$ cat src/rtl/ipc_pkg.sv
package ipc_pkg;
  typedef enum logic [1:0] {
    REG_PEND = 2'd0,
    REG_PSET = 2'd1,
    REG_EXC  = 2'd2,
    REG_LAST = 2'd3
  } ipc_reg_e;

  // exception count; their bit order is also their priority order
  localparam int unsigned NEXC = 3;
endpackage

$ cat src/rtl/ipc_flags.sv
module ipc_flags #(
  parameter int unsigned W = 8
) (
  input  logic         clk,
  input  logic         rst,
  input  logic [W-1:0] set_evt,
  input  logic [W-1:0] clr_sw,
  input  logic [W-1:0] clr_ack,
  output logic [W-1:0] q
);
  // set dominates any clear so an event in the clearing cycle survives
  function automatic logic [W-1:0] flag_next(input logic [W-1:0] cur,
                                             input logic [W-1:0] s,
                                             input logic [W-1:0] c);
    return (cur & ~c) | s;
  endfunction

  always_ff @(posedge clk) begin
    if (rst) q <= '0;
    else     q <= flag_next(q, set_evt, clr_sw | clr_ack);
  end
endmodule

$ cat src/rtl/ipc_arbiter.sv
module ipc_arbiter #(
  parameter int unsigned N  = 11,
  parameter int unsigned IW = 5
) (
  input  logic [N-1:0]  cand,
  output logic          valid,
  output logic [IW-1:0] idx,
  output logic [N-1:0]  grant
);
  function automatic logic [IW-1:0] first_set(input logic [N-1:0] v);
    logic [IW-1:0] r;
    r = '0;
    for (int i = N - 1; i >= 0; i--) begin
      if (v[i]) r = IW'(i);
    end
    return r;
  endfunction

  function automatic logic [N-1:0] lowest_bit(input logic [N-1:0] v);
    return v & (~v + N'(1));
  endfunction

  assign valid = |cand;
  assign idx   = first_set(cand);
  assign grant = lowest_bit(cand);
endmodule

$ cat src/rtl/ipc_ctrl.sv
module ipc_ctrl
  import ipc_pkg::*;
#(
  parameter int unsigned NSRC = 8,
  parameter int unsigned DW   = 8
) (
  input  logic            clk,
  input  logic            rst,
  input  logic [NSRC-1:0] src_req,
  input  logic            exc_wdt,
  input  logic            exc_posc,
  input  logic            exc_wosc,
  input  logic            gie,
  input  logic [1:0]      bus_addr,
  input  logic            bus_wr,
  input  logic [DW-1:0]   bus_wdata,
  output logic [DW-1:0]   bus_rdata,
  output logic            cpu_irq,
  input  logic            cpu_ack
);
  localparam int unsigned NCAND = NEXC + NSRC;
  localparam int unsigned IW    = DW - 3;

  logic [NSRC-1:0]  pend_q;
  logic [NEXC-1:0]  exc_q;
  logic [IW-1:0]    last_q;
  logic             irq_q;

  // named bus events
  logic wr_pend, wr_pset, wr_exc;
  assign wr_pend = bus_wr && (bus_addr == REG_PEND);
  assign wr_pset = bus_wr && (bus_addr == REG_PSET);
  assign wr_exc  = bus_wr && (bus_addr == REG_EXC);

  logic [NSRC-1:0] pend_set, pend_clr_sw, pend_clr_ack;
  logic [NEXC-1:0] exc_set, exc_clr_sw, exc_clr_ack;

  assign pend_set    = src_req | (wr_pset ? bus_wdata[NSRC-1:0] : '0);
  assign pend_clr_sw = wr_pend ? bus_wdata[NSRC-1:0] : '0;
  assign exc_set     = {exc_wosc, exc_posc, exc_wdt};
  assign exc_clr_sw  = wr_exc ? bus_wdata[NEXC-1:0] : '0;

  // arbitration: exceptions occupy the low candidate positions
  logic [NCAND-1:0] cand, grant, ack_clr;
  logic             win_valid, take;
  logic [IW-1:0]    win_idx;

  assign cand = {(gie ? pend_q : NSRC'(0)), exc_q};

  ipc_arbiter #(.N(NCAND), .IW(IW)) u_arb (
    .cand  (cand),
    .valid (win_valid),
    .idx   (win_idx),
    .grant (grant)
  );

  assign take         = cpu_ack && win_valid;
  assign ack_clr      = take ? grant : '0;
  assign pend_clr_ack = ack_clr[NCAND-1:NEXC];
  assign exc_clr_ack  = ack_clr[NEXC-1:0];

  ipc_flags #(.W(NSRC)) u_pend (
    .clk     (clk),
    .rst     (rst),
    .set_evt (pend_set),
    .clr_sw  (pend_clr_sw),
    .clr_ack (pend_clr_ack),
    .q       (pend_q)
  );

  ipc_flags #(.W(NEXC)) u_exc (
    .clk     (clk),
    .rst     (rst),
    .set_evt (exc_set),
    .clr_sw  (exc_clr_sw),
    .clr_ack (exc_clr_ack),
    .q       (exc_q)
  );

  always_ff @(posedge clk) begin
    if (rst) begin
      last_q <= '0;
      irq_q  <= 1'b0;
    end else begin
      if (take) last_q <= win_idx;
      irq_q <= win_valid;
    end
  end

  assign cpu_irq = irq_q;

  always_comb begin
    bus_rdata = '0;
    case (ipc_reg_e'(bus_addr))
      REG_PEND: bus_rdata[NSRC-1:0] = pend_q;
      REG_EXC:  bus_rdata[NEXC-1:0] = exc_q;
      REG_LAST: bus_rdata[DW-2:2]   = last_q;
      default:  bus_rdata = '0;
    endcase
  end
endmodule

$ cat config.mk
export PLATFORM = sky130hd
export DESIGN_NAME = ipc_ctrl
export DESIGN_NICKNAME = d
export VERILOG_FILES = /design/src/rtl/ipc_pkg.sv /design/src/rtl/ipc_flags.sv /design/src/rtl/ipc_arbiter.sv /design/src/rtl/ipc_ctrl.sv
export SDC_FILE = /design/constraint.sdc
export NUM_CORES = 1
export LEC_CHECK = 0
export ABC_CLOCK_PERIOD_IN_PS = 1900
export BUFFER_PORTS_ARGS = -buffer_cell sky130_fd_sc_hd__buf_4
export CAP_MARGIN = 25
export CORE_MARGIN = 10
export CORE_UTILIZATION = 49
export DETAILED_ROUTE_END_ITERATION = 12
export PLACE_DENSITY = 0.78
export SLEW_MARGIN = 25
export SYNTH_ARGS = -nofsm -noshare
export SYNTH_HDL_FRONTEND = slang
export SYNTH_SLANG_ARGS = --single-unit
$ cat constraint.sdc
create_clock -name clk -period 1.9 [get_ports clk]
set_clock_uncertainty 0.15 [all_clocks]
set_input_delay 0.38 -clock clk [delete_from_list [all_inputs] [get_ports clk]]
set_output_delay 0.38 -clock clk [all_outputs]
set_load 0.1 [all_outputs]
Yosys cells after proc, flatten, opt, wreduce, memory -nomap -nowiden
Cells that the tools add are included.
{"block": "totals", "reg_bits": 17, "in_bits": 26, "output_inout_bits": 9, "wordCells": 45}
{"block": "classes", "add_sub_neg": 1, "eq_ne": 3, "n_mux": 20, "bitwise": 11, "n_reduce_logical": 6}
{"operator": "$mux W4", "count": 11}
{"operator": "$mux W8", "count": 3}
{"operator": "$or A8 B8 Y8", "count": 3}
{"operator": "$add A11 B1 Y11 const B", "count": 1}
{"operator": "$and A11 B11 Y11", "count": 1}
{"operator": "$mux W11", "count": 1}
{"operator": "$not A11 Y11", "count": 1}
{"operator": "$reduce_or A11 Y1", "count": 1}
{"operator": "$and A8 B8 Y8", "count": 1}
{"operator": "$not A8 Y8", "count": 1}
{"operator": "$pmux W4 S2", "count": 1}
{"operator": "$or A3 B3 Y3", "count": 2}
{"operator": "$eq A2 B2 Y1 const B", "count": 2}
{"operator": "$logic_and A1 B1 Y1", "count": 4}
{"operator": "$pmux W2 S2", "count": 1}
{"operator": "$and A3 B3 Y3", "count": 1}
{"operator": "$mux W3", "count": 1}
{"operator": "$not A3 Y3", "count": 1}
{"operator": "$pmux W1 S3", "count": 1}
{"operator": "$eq A2 B1 Y1 const B", "count": 1}
{"operator": "$logic_not A2 Y1", "count": 1}
{"operator": "$mux W1", "count": 1}

Logic depth before layout (Yosys ltp)
{"block": "logic_depth", "ltp_word": 12, "depth_mapped": 8, "depth_no_buf": 6}

Cells and area by module
A second synthesis with hierarchy kept.
{"block": "unflattened", "cells_unflattened": 169, "area_unflattened_um2": 1312.5}
{"mod": "ipc_ctrl", "n_inst": 1, "cells_per_inst": 88, "area_each_um2": 684.4, "seq_area_each_um2": 120.1}
{"mod": "ipc_flags (u_pend)", "n_inst": 1, "cells_per_inst": 33, "area_each_um2": 304.0, "seq_area_each_um2": 160.2}
{"mod": "ipc_arbiter", "n_inst": 1, "cells_per_inst": 36, "area_each_um2": 211.5, "seq_area_each_um2": 0.0}
{"mod": "ipc_flags (u_exc)", "n_inst": 1, "cells_per_inst": 12, "area_each_um2": 112.6, "seq_area_each_um2": 60.1}

Worst setup path after synthesis
Ideal clock, no wire load.
{"block": "synth_path", "path_type": "input port to output port", "startpoint": "in bus_addr[0]", "endpoint": "out bus_rdata[2]", "arrival_ps": 2185, "required_ps": 1370, "slack_ps": -815, "path_stages": 5, "path_buffers": 1, "path_cell_list": "inv_1 > ha_1 > clkbuf_1 > a222oi_1 > nor2_1"}
{"block": "synth_via", "elab_chain_len": 2, "word_cells_on_any_way": 4, "classes_between": "eq/ne (2); mux (1); reduce/logical (1)"}
{"element": "from (decl)", "line": "ipc_ctrl.sv:14", "text": "input logic [1:0] bus_addr,"}
{"element": "$eq A2 B2 Y1 or $logic_not A2 Y1 (tied branches)", "line": "ipc_ctrl.sv:94", "text": "case (ipc_reg_e'(bus_addr))"}
{"element": "$pmux W1 S3 (*)", "line": "ipc_ctrl.sv:94"}
{"element": "to (decl)", "line": "ipc_ctrl.sv:17", "text": "output logic [DW-1:0] bus_rdata,"}
Every way passes the cells marked *; elsewhere a longest branch is shown, timed or not.

Worst setup path in the final report
{"block": "layout_path", "startpoint": "in bus_addr[1]", "endpoint": "out bus_rdata[2]"}
The elaborated chain is that of the path after synthesis.

==> impl_metrics.yaml <==
run_status:
  status: "complete, no violations"
global_route:
  grt_first_pass_wirelength_um: 5370
  track_usage: 0.150
  grt_overflow_total: 0
  grt_max_degree: 19
  grt_pass1_vias: 1208
  antenna_found_initial: 0
floorplanning:
  fp.coreArea_sq_um: 2000
  die_w_um: 66.1
  fp-row-count: 16
  start_util: 0.521
  die_area_sq_um: 4380
  die_y_um: 66.1
  io_pins: 35
cells_and_area:
  final_area_sq_um: 1530
  nets: 203
  syn2layout_area_growth_pct: 46.2
  drive_above_1_share: 0.448
  num_antenna_cells: 0
setup_path:
  worstPathRequired_ns: 1.37
  path_buf_inv: 4
  rr_worst_depth: 4
  start_kind: "input port"
  critPathCaptureType: "output port"
  worstSetupPathType: "input port to output port"
  path_cells: "buf_4 -> inv_2 -> ha_4 -> a222oi_1 -> buf_4 -> nor2_4 -> buf_12"
  path_common_cell: "buf_4"
  arrival_ns: 1.36
  crit_slowest_cell: "a222oi_1"
  r2r_start: "u_pend.q[0]$_SDFF_PP0_"
  r2r-end: "last_q[1]$_SDFFE_PP0P_"
  cpPeakStageDelay_ns: 0.27
  cp_top_family: "buffers and inverters"
  crit_fanout: 7
  rrSetupSlack_ns: 0.09
power:
  ir_drop_mv: 0.460
  finalPower_uw: 970
  power.leakage_nw: 0.621
  p_per_area_nw_per_um2: 636
clock_tree:
  cts_buffer_depth: 2
  cts_tree: "done"
  cts_sinks: 16
  cts_max_level: 1
  clkTransAtPathRegs_ns: 0.10
  clock_latency_ns: 0.30
  numCtsBuffers: 3
  ctsHoldBuffers: 0
  ctsRootBufferMaster: "clkbuf_4"
placement:
  gp_congestion: 0.876
  dpl.hpwl_um: 2500
  io_buffers: 34
  dp_slack_ns: -0.164
  place_area_sq_um: 1430
timing:
  grt_setup_unrepaired: "true"
  slew_headroom: 0.747
  setup_violations: 0
  hold_viol: 0
  fin_crit_sh: 0.993
  final.setup.tns_ns: 0
  maxSlewViolCount: 0
  fmax_mhz: 530
  tightest_slew_ns: 0.380
  post-route-min-period_ns: 1.89
  layout_setup_ws_ns: 0.0127
drt:
  via_per_inst: 5.90
  drc: 0
  drtIter0Drc: 62
  wl_per_cell_um: 16.1
  num_vias: 1174
  dr.pass1.iters: 4
  drtAntennaViolNets: 0
  totalWireLength_um: 3210
logic_synthesis:
  yosysMostFrequentCell: "a21oi_1"
  ys.flop_type: "dfxtp_1"
  synth_fp_nets: 159
  syn-instance-count: 129
  ys_ff_latch: 16
  synth-async-reset-ratio: 0
  netlist_area_sq_um: 1040
  synth_area_leader_cell: "dfxtp_1"
  yosysTopAreaCellShare: 0.307
  synth_area_leaders: "dfxtp_1 31%, a21oi_1 8.2%, ha_1 4.8%"
  ys_types: 47
  syn_avg_cell_area_sq_um: 8.09
  synth-edff-count: 0
  yosysWarnings: 0
  synthTopCellsByCount: "17 x a21oi_1, 16 x dfxtp_1, 13 x nor2_1, 9 x nand2_1, 7 x inv_1"
  synth_seq_area_share: 0.307
hold_path:
  min_path_type: "input port to flop"
  hold_depth: 3
  hold_start: "exc_wdt"
  holdPathEnd: "u_exc.q[0]$_SDFF_PP0_"
flow_run:
  drv_cap: 0
## power breakdown
group          switching, mW  total (mW)  internal [mW]
Combinational          0.201       0.348          0.146
Sequential            0.0295       0.392          0.362
Clock                  0.114       0.231          0.117
Total                  0.345       0.970          0.626
## placed cells by master, fill, tap and decap left out, drive strengths merged, types with 2 or more instances in the layout
master,instances
buf,48
a21oi,18
dfxtp,16
nor2,13
nand2,9
inv,7
nand3,5
nor3,5
and2,4
o211ai,4
clkbuf,4
ha,4
o21ai,3
a22oi,3
a22o,2
a211oi,2
nor2b,2
a221oi,2
nor4,2
## kinds of logic after synthesis
group,synth area share
AOI/OAI and AO/OA,0.337
and+or+nand+nor,0.235
buffers and inverters,0.0731
DFF,0.307
adders and majority gates,0.0480
## worst max-delay path by stage
stage / start / end / slack, ns / cells past startpoint
after CTS: u_pend.q[5]$_SDFF_PP0_ / bus_rdata[5] / 0.004 / 4
after global routing: u_exc.q[2]$_SDFF_PP0_ / bus_rdata[2] / -0.07 / 4
after global placement: bus_addr[0] / bus_rdata[2] / -0.12 / 7
after floorplan: bus_addr[0] / bus_rdata[2] / -0.007 / 5
after detailed placement: bus_addr[0] / bus_rdata[2] / -0.16 / 7
final: bus_addr[1] / bus_rdata[2] / 0.01 / 7
## per-layer routing
layer / track usage / vias to the layer above / share of wire
met2: 0.252 / 43 / 0.50
met5: 0 / - / 0
met4: 0.0419 / 0 / 0.0078
met3: 0.0508 / 4 / 0.060
met1: 0.175 / 557 / 0.43
li1: - / 570 / -
## registers in the layout (all words and copies together), names as in the netlist
signal / flops
cpu_irq: 1
last_q: 4
u_exc.q: 3
u_pend.q: 8
## cell type report
class | count | area, sq um
Timing Repair Buffer | 48 | 384
Fill cell | 147 | 477
Sequential cell | 16 | 324
Tap cell | 27 | 33.8
Inverter | 7 | 28.8
Clock buffer | 4 | 36.3
Multi-Input combinational cell | 97 | 718
## what timing repair did
action / 4_1_cts / 5_1_grt
endpoints found under the setup margin: 8 / 6
gates resized for setup: 14 / 4
buffers inserted: 0 / 0
pin swaps: 2 / 0
## worst register-to-register path, delay by kind of cell, from the launching register on
kind,cells,cell delay [ns]
compound gates,2,0.89
flops,1,0.41
simple gates,2,0.26
## stage by stage
step	instances	hold WS [ns]	util
floorplan	129	0.305	-
global route	199	0.138	0.762
finish	199	0.133	0.762
CTS	199	0.131	0.756
global placement	195	0.329	0.713
detailed placement	195	0.338	0.713
No activity file was read; power rests on OpenSTA's default activity.
